[src/rtl/pwr_seq_pkg.sv]
package pwr_seq_pkg;

    localparam int POLL_W = 4;
    localparam int MODE_W = 2;

    typedef enum logic [2:0] {
        ST_OFF      = 3'd0,
        ST_PWR_UP   = 3'd1,
        ST_FUSE_RD  = 3'd2,
        ST_SRAM_CLR = 3'd3,
        ST_WAKE_CHK = 3'd4,
        ST_CFG_WAIT = 3'd5,
        ST_RUN      = 3'd6,
        ST_ERR      = 3'd7
    } seq_state_t;

    typedef enum logic [MODE_W-1:0] {
        SM_IDLE = 2'd0,
        SM_TX   = 2'd1,
        SM_RX   = 2'd2,
        SM_POLL = 2'd3
    } start_mode_t;

endpackage

[src/rtl/pwr_seq_wake.sv]
// Wake pin synchronizers and sticky event latch (one bit per pin).
module pwr_seq_wake #(
    parameter int N_LO_PINS = 6,
    localparam int WAKE_W = N_LO_PINS + 1
) (
    input  logic                 clk,
    input  logic                 rst_n,
    input  logic                 pon_hi,
    input  logic [N_LO_PINS-1:0] pon_lo_n,
    input  logic                 clr,
    output logic [WAKE_W-1:0]    wake_lat,
    output logic                 wake_any
);

    logic [WAKE_W-1:0] raw;
    logic [WAKE_W-1:0] active;
    logic [WAKE_W-1:0] lat_q;

    assign raw = {pon_lo_n, pon_hi};

    // two-stage synchronizer per pin; idle level differs by polarity
    for (genvar i = 0; i < WAKE_W; i++) begin : g_sync
        localparam logic IDLE_LVL = (i == 0) ? 1'b0 : 1'b1;
        logic s1, s2;
        always_ff @(posedge clk or negedge rst_n) begin
            if (!rst_n) begin
                s1 <= IDLE_LVL;
                s2 <= IDLE_LVL;
            end else begin
                s1 <= raw[i];
                s2 <= s1;
            end
        end
        assign active[i] = s2 ^ IDLE_LVL;
    end

    always_ff @(posedge clk or negedge rst_n) begin
        if (!rst_n) begin
            lat_q <= '0;
        end else if (clr) begin
            lat_q <= '0;
        end else begin
            lat_q <= lat_q | active;
        end
    end

    assign wake_lat = lat_q;
    assign wake_any = |lat_q;

endmodule

[src/rtl/pwr_seq_fuse.sv]
// Sequential fuse bank reader with one-cycle read latency.
module pwr_seq_fuse #(
    parameter int FUSE_WORDS = 4,
    parameter int FUSE_W     = 8,
    localparam int FUSE_AW   = (FUSE_WORDS > 1) ? $clog2(FUSE_WORDS) : 1
) (
    input  logic                         clk,
    input  logic                         rst_n,
    input  logic                         start,
    input  logic                         abort,
    input  logic [FUSE_W-1:0]            rdata,
    output logic                         rd,
    output logic [FUSE_AW-1:0]           addr,
    output logic                         done,
    output logic [FUSE_WORDS*FUSE_W-1:0] fuse_q
);

    localparam logic [FUSE_AW-1:0] LAST = FUSE_AW'(FUSE_WORDS - 1);

    logic                busy_q;
    logic [FUSE_AW-1:0]  addr_q;
    logic                rd_d;
    logic [FUSE_AW-1:0]  addr_d;
    logic                done_q;
    logic [FUSE_W-1:0]   words [FUSE_WORDS];

    always_ff @(posedge clk or negedge rst_n) begin
        if (!rst_n) begin
            busy_q <= 1'b0;
            addr_q <= '0;
            rd_d   <= 1'b0;
            addr_d <= '0;
            done_q <= 1'b0;
        end else if (abort) begin
            busy_q <= 1'b0;
            addr_q <= '0;
            rd_d   <= 1'b0;
            done_q <= 1'b0;
        end else begin
            rd_d   <= busy_q;
            addr_d <= addr_q;
            done_q <= rd_d && (addr_d == LAST);
            if (start) begin
                busy_q <= 1'b1;
                addr_q <= '0;
            end else if (busy_q) begin
                if (addr_q == LAST) begin
                    busy_q <= 1'b0;
                end else begin
                    addr_q <= addr_q + FUSE_AW'(1);
                end
            end
        end
    end

    for (genvar k = 0; k < FUSE_WORDS; k++) begin : g_word
        always_ff @(posedge clk or negedge rst_n) begin
            if (!rst_n) begin
                words[k] <= '0;
            end else if (rd_d && !abort && (addr_d == FUSE_AW'(k))) begin
                words[k] <= rdata;
            end
        end
        assign fuse_q[k*FUSE_W +: FUSE_W] = words[k];
    end

    assign rd   = busy_q;
    assign addr = addr_q;
    assign done = done_q;

endmodule

[src/rtl/pwr_seq_sram_clr.sv]
// Walks every SRAM address once, writing zero, one word per clock.
module pwr_seq_sram_clr #(
    parameter int SRAM_DEPTH = 256,
    parameter int SRAM_DW    = 8,
    localparam int SRAM_AW   = (SRAM_DEPTH > 1) ? $clog2(SRAM_DEPTH) : 1
) (
    input  logic               clk,
    input  logic               rst_n,
    input  logic               start,
    input  logic               abort,
    output logic               we,
    output logic [SRAM_AW-1:0] addr,
    output logic [SRAM_DW-1:0] wdata,
    output logic               done
);

    localparam logic [SRAM_AW-1:0] LAST = SRAM_AW'(SRAM_DEPTH - 1);

    logic               busy_q;
    logic [SRAM_AW-1:0] addr_q;
    logic               done_q;

    always_ff @(posedge clk or negedge rst_n) begin
        if (!rst_n) begin
            busy_q <= 1'b0;
            addr_q <= '0;
            done_q <= 1'b0;
        end else if (abort) begin
            busy_q <= 1'b0;
            addr_q <= '0;
            done_q <= 1'b0;
        end else begin
            done_q <= busy_q && (addr_q == LAST);
            if (start) begin
                busy_q <= 1'b1;
                addr_q <= '0;
            end else if (busy_q) begin
                if (addr_q == LAST) begin
                    busy_q <= 1'b0;
                end else begin
                    addr_q <= addr_q + SRAM_AW'(1);
                end
            end
        end
    end

    assign we    = busy_q;
    assign addr  = addr_q;
    assign wdata = '0;
    assign done  = done_q;

endmodule

[src/rtl/pwr_seq_top.sv]
module pwr_seq_top
    import pwr_seq_pkg::*;
#(
    parameter int N_LO_PINS  = 6,
    parameter int FUSE_WORDS = 4,
    parameter int FUSE_W     = 8,
    parameter int SRAM_DEPTH = 256,
    parameter int SRAM_DW    = 8,
    localparam int FUSE_AW   = (FUSE_WORDS > 1) ? $clog2(FUSE_WORDS) : 1,
    localparam int SRAM_AW   = (SRAM_DEPTH > 1) ? $clog2(SRAM_DEPTH) : 1,
    localparam int WAKE_W    = N_LO_PINS + 1
) (
    input  logic                         clk,
    input  logic                         rst_n,
    input  logic                         pon_hi,
    input  logic [N_LO_PINS-1:0]         pon_lo_n,
    input  logic                         reg_good,
    input  logic                         osc_ready,
    input  logic [FUSE_W-1:0]            fuse_rdata,
    input  logic                         cfg_done,
    input  logic                         cfg_ok,
    input  logic [MODE_W-1:0]            cfg_start_mode,
    input  logic [POLL_W-1:0]            cfg_poll_base,
    input  logic                         sys_rst_req,
    output logic                         reg_en,
    output logic                         fuse_rd,
    output logic [FUSE_AW-1:0]           fuse_addr,
    output logic [FUSE_WORDS*FUSE_W-1:0] fuse_q,
    output logic                         sram_we,
    output logic [SRAM_AW-1:0]           sram_addr,
    output logic [SRAM_DW-1:0]           sram_wdata,
    output logic                         cpu_rst_n,
    output logic                         wdt_en,
    output logic                         host_en,
    output logic                         sys_err,
    output logic                         mode_valid,
    output logic [MODE_W-1:0]            mode,
    output logic [POLL_W-1:0]            poll_idx,
    output logic [WAKE_W-1:0]            wake_src
);

    seq_state_t         state_q, state_d;
    logic               abort;
    logic               supply_ok;
    logic               fuse_start, fuse_done;
    logic               clr_start, clr_done;
    logic [WAKE_W-1:0]  wake_lat;
    logic               wake_any;
    start_mode_t        mode_q;
    logic [POLL_W-1:0]  idx_q;

    assign supply_ok = reg_good && osc_ready;
    // restart request is honoured in every powered state except the error park
    assign abort      = sys_rst_req && (state_q != ST_OFF) && (state_q != ST_ERR);
    assign fuse_start = (state_q == ST_PWR_UP) && supply_ok && !abort;
    assign clr_start  = (state_q == ST_FUSE_RD) && fuse_done && !abort;

    pwr_seq_wake #(
        .N_LO_PINS (N_LO_PINS)
    ) wake_i (
        .clk      (clk),
        .rst_n    (rst_n),
        .pon_hi   (pon_hi),
        .pon_lo_n (pon_lo_n),
        .clr      (abort),
        .wake_lat (wake_lat),
        .wake_any (wake_any)
    );

    pwr_seq_fuse #(
        .FUSE_WORDS (FUSE_WORDS),
        .FUSE_W     (FUSE_W)
    ) fuse_i (
        .clk    (clk),
        .rst_n  (rst_n),
        .start  (fuse_start),
        .abort  (abort),
        .rdata  (fuse_rdata),
        .rd     (fuse_rd),
        .addr   (fuse_addr),
        .done   (fuse_done),
        .fuse_q (fuse_q)
    );

    pwr_seq_sram_clr #(
        .SRAM_DEPTH (SRAM_DEPTH),
        .SRAM_DW    (SRAM_DW)
    ) clr_i (
        .clk   (clk),
        .rst_n (rst_n),
        .start (clr_start),
        .abort (abort),
        .we    (sram_we),
        .addr  (sram_addr),
        .wdata (sram_wdata),
        .done  (clr_done)
    );

    // state register
    always_ff @(posedge clk or negedge rst_n) begin
        if (!rst_n) begin
            state_q <= ST_OFF;
        end else begin
            state_q <= state_d;
        end
    end

    // next-state logic
    always_comb begin
        state_d = state_q;
        if (abort) begin
            state_d = ST_PWR_UP;
        end else begin
            unique case (state_q)
                ST_OFF:      if (wake_any)  state_d = ST_PWR_UP;
                ST_PWR_UP:   if (supply_ok) state_d = ST_FUSE_RD;
                ST_FUSE_RD:  if (fuse_done) state_d = ST_SRAM_CLR;
                ST_SRAM_CLR: if (clr_done)  state_d = ST_WAKE_CHK;
                ST_WAKE_CHK: state_d = wake_any ? ST_CFG_WAIT : ST_OFF;
                ST_CFG_WAIT: if (cfg_done)  state_d = cfg_ok ? ST_RUN : ST_ERR;
                ST_RUN:      state_d = ST_RUN;
                ST_ERR:      state_d = ST_ERR;
                default:     state_d = ST_OFF;
            endcase
        end
    end

    // start mode capture
    always_ff @(posedge clk or negedge rst_n) begin
        if (!rst_n) begin
            mode_q <= SM_IDLE;
            idx_q  <= '0;
        end else if ((state_q == ST_CFG_WAIT) && cfg_done && cfg_ok && !abort) begin
            mode_q <= start_mode_t'(cfg_start_mode);
            idx_q  <= (start_mode_t'(cfg_start_mode) == SM_POLL) ? cfg_poll_base : '0;
        end
    end

    // state-decoded outputs
    always_comb begin
        reg_en     = 1'b0;
        cpu_rst_n  = 1'b0;
        wdt_en     = 1'b0;
        host_en    = 1'b0;
        sys_err    = 1'b0;
        mode_valid = 1'b0;
        unique case (state_q)
            ST_OFF: begin
            end
            ST_PWR_UP, ST_FUSE_RD, ST_SRAM_CLR: begin
                reg_en = 1'b1;
            end
            ST_WAKE_CHK: begin
                reg_en    = 1'b1;
                cpu_rst_n = 1'b1;
                wdt_en    = 1'b1;
                host_en   = 1'b1;
            end
            ST_CFG_WAIT: begin
                reg_en    = 1'b1;
                cpu_rst_n = 1'b1;
                host_en   = 1'b1;
            end
            ST_RUN: begin
                reg_en     = 1'b1;
                cpu_rst_n  = 1'b1;
                host_en    = 1'b1;
                mode_valid = 1'b1;
            end
            ST_ERR: begin
                reg_en    = 1'b1;
                cpu_rst_n = 1'b1;
                host_en   = 1'b1;
                sys_err   = 1'b1;
            end
            default: begin
            end
        endcase
    end

    assign mode     = mode_valid ? mode_q : '0;
    assign poll_idx = mode_valid ? idx_q : '0;
    assign wake_src = cpu_rst_n ? wake_lat : '0;

endmodule

[config.mk]
export PLATFORM = sky130hd
export DESIGN_NAME = pwr_seq_top
export DESIGN_NICKNAME = d
export VERILOG_FILES = /design/src/rtl/pwr_seq_pkg.sv /design/src/rtl/pwr_seq_wake.sv /design/src/rtl/pwr_seq_fuse.sv /design/src/rtl/pwr_seq_sram_clr.sv /design/src/rtl/pwr_seq_top.sv
export SDC_FILE = /design/constraint.sdc
export NUM_CORES = 1
export LEC_CHECK = 0
export ABC_AREA = 1
export CORE_ASPECT_RATIO = 1.4
export CORE_UTILIZATION = 54
export CTS_BUF_LIST = sky130_fd_sc_hd__clkbuf_4 sky130_fd_sc_hd__clkbuf_8
export CTS_CLUSTER_DIAMETER = 120
export DETAILED_ROUTE_END_ITERATION = 7
export PLACE_DENSITY = 0.88
export SLEW_MARGIN = 10
export SYNTH_ARGS = -nofsm -noshare
export SYNTH_HDL_FRONTEND = slang
export SYNTH_HIERARCHICAL = 1
export SYNTH_SLANG_ARGS = --single-unit
[constraint.sdc]
create_clock -name clk -period 2.7 [get_ports clk]
set_input_delay 0.54 -clock clk [delete_from_list [all_inputs] [get_ports clk]]
set_output_delay 0.54 -clock clk [all_outputs]
set_load 0.02 [all_outputs]
==> flow_summary.yaml <==
yosys:
  synth.most_common_cell: "nand2_1"
  synth_area_leaders: "dfrtp_1 46%, nand2_1 13%, dfstp_2 8.7%"
  ys_seq_area_share_pct: 54.7
  ys_warn_count: 6
  synth_area_um2: 3640
  synth.avg_cell_area_um2: 8.65
  ys_types: 34
  synth_top_flop_cell: "dfrtp_1"
  yosys-top-cells-count: "130 x nand2_1, 67 x dfrtp_1, 46 x nand3_1"
  syn_inst: 421
  synthArstFlopShare_pct: 100
  synth-edff-count: 0
  ys_seq_elements: 79
  yosys.area.top_type_share_pct: 46.0
  yosysTopAreaCell: "dfrtp_1"
global_routing:
  grt_first_pass_wirelength_mm: 13.9
  overflow: 0
  antenna_found_initial: 0
  first_global_vias: 3096
  grt_use_total_pct: 25.5
  grt_max_degree: 80
die:
  std_cell_rows: 35
  dieArea_um2: 7080
  fp.dieH_um: 99.2
  pin_count: 99
  initial_core_util_pct: 55.5
  coreArea_um2: 6570
  die_width_um: 71.4
timing:
  skew_ns: 0.00838
  setup_violations: 0
  fin_crit_sh_pct: 88.6
  fin_hold_ws_ns: 0.327
  tns_ns: 0
  min_period_ns: 2.39
  rsz0062_at_grt: "false"
  maxSlewHeadroom_pct: 35.2
  finalHoldViolations: 0
  tightestPinTransition_ns: 0.972
  maxSlewViolCount: 0
  max_freq_mhz: 418
critical_path:
  required_ns: 2.16
  critPathKind: "reg -> out"
  slowest_delay_ns: 0.63
  endpoint_kind: "primary output"
  path_common_cell: "inv_1"
  crit_path_cell_trace: "inv_1 > nor2_2 > inv_1 > nor2_1 > clkdlybuf4s50_1"
  startpoint_type: "flop"
  crit_slowest_cell: "clkdlybuf4s50_1"
  crit_arrival_ns: 1.85
  path_max_fanout: 4
power:
  p_clk_share_pct: 20.1
  power_leakage_nw: 2.47
  p_seq_share_pct: 39.9
  combPwrFrac_pct: 39.9
  p_switching_mw: 1.69
  power.total_mw: 4.36
  power.internal_mw: 2.67
  switching_share_pct: 38.7
  p_per_area_nw_per_um2: 909
  vdd_drop_max_mv: 0.595
cells_and_area:
  nets: 548
  drive_gt1_share_pct: 13.0
  multi_input_area_um2: 1370
  syn_to_final_growth_pct: 31.7
  regArea_um2: 1990
  antenna_cells: 0
  fillCellCount: 485
flow_run:
  maxCapViolCount: 0
route:
  post_drt_wl_per_cell_um: 13.9
  wirelength_mm: 8.27
  vias: 3125
  route.antenna.remaining_nets: 0
  vias_per_cell: 5.23
  drtPass1Iterations: 4
  drt_iter0_markers: 238
  drc: 0
place:
  gp_congestion: 0.845
  dp_hpwl_mm: 5.97
  io_buffers: 90
cts:
  cts_tree: "yes"
  cts_buffer_depth: 2
  cts-htree-levels: 3
  numCtsBuffers: 9
  insertion_delay_ns: 0.34
  holdBufCountCts: 0
  clkTransAtPathRegs_ns: 0.08
  root_buffer: "clkbuf_8"
  clock_sinks: 79
status:
  status: "complete, no violations"
worst_hold_path:
  worst_hold_path_type: "in -> async"
## stage by stage
stage                     worst slack (ns)  area, um2  utilization [%]  instances
after floorplan                      0.686       3670                -        428
after global placement               0.529       4580             69.7        581
after detailed placement             0.423       4580             69.7        581
after CTS                           0.0299       4780             72.8        597
after global routing                 0.162       4800             73.0        597
final                                0.309       4800             73.0        597
## layout by cell type, fill, tap and decap left out, types with 9 or more instances in the layout
cell               n
a21oi_1            9
nor2_1            35
nand4_1            9
dfrtp_1           67
nand3_1           46
clkdlybuf4s50_1   83
dfstp_2           12
nand2_1          130
inv_1             41
clkbuf_8          10
## flip-flops by register name (all words and copies together), names as in the netlist, 2 cells and up
name and count:
fuse_i/addr_d 2, wake_i/g_sync.s2 7, clr_i/addr 8, wake_i/g_sync.s1 7, wake_i/wake_lat 7, idx_q 4
fuse_i/fuse_q 32, state_q 3, fuse_i/addr 2, mode_q 2
## metal layers
| metal | wire length [um] | GRT usage [%] |
|---|---|---|
| met1 | 3210 | 28.5 |
| met3 | 585 | 8.11 |
| met2 | 4330 | 44.8 |
| met4 | 151 | 9.69 |
| met5 | 0 | 0 |
## kinds of logic after synthesis
family                     share of synthesized area, %
and+or+nand+nor                                    32.0
DFF                                                54.7
buffers and inverters                              8.65
AOI/OAI and AO/OA                                  3.85
adders and majority gates                         0.687
other                                             0.103
## worst max-delay path, delay by kind of cell (launching register included)
kind	cells	cell delay (ns)
buffers and inverters	3	0.81
DFF	1	0.40
and+or+nand+nor	2	0.30
## power groups by stage
| stage | clock network (mW) | logic (mW) | registers, mW |
|---|---|---|---|
| 2_1_floorplan | 0 | 0.777 | 1.97 |
| 3_3_place_gp | 0 | 1.68 | 1.74 |
| 3_5_place_dp | 0 | 1.74 | 1.75 |
| 4_1_cts | 0.893 | 1.75 | 1.74 |
| 5_1_grt | 0.947 | 1.90 | 1.78 |
| 6_report | 0.879 | 1.74 | 1.74 |
## repair_timing
item,CTS,global route
gates resized for setup,0,7
endpoints found under the setup margin,0,6
setup buffers,0,0
## worst paths after layout
check,startpoint,end,slack (ns),depth (start not counted)
setup / recovery,state_q[1],mode_valid,0.31,5
hold / removal,rst_n,state_q[2],0.33,1
setup reg to reg,state_q[0],fuse_i/fuse_q[3],0.68,12
hold reg to reg,wake_i/g_sync[6].s1,wake_i/g_sync[6].s2,0.35,0
max in group asynchronous,rst_n,fuse_i/fuse_q[4],1.72,1
min in group clk,wake_i/g_sync[6].s1,wake_i/g_sync[6].s2,0.35,0
## area by class of cell
cell class,instances,share of cell area (%)
flip-flops and latches,79,41.5
multi-input cells,282,28.5
repair buffers,92,19.4
inverters,54,4.51
clock inverters,5,1.20
well taps,74,1.93
clock buffers,11,3.03
Power figures use the tool's default switching activity.
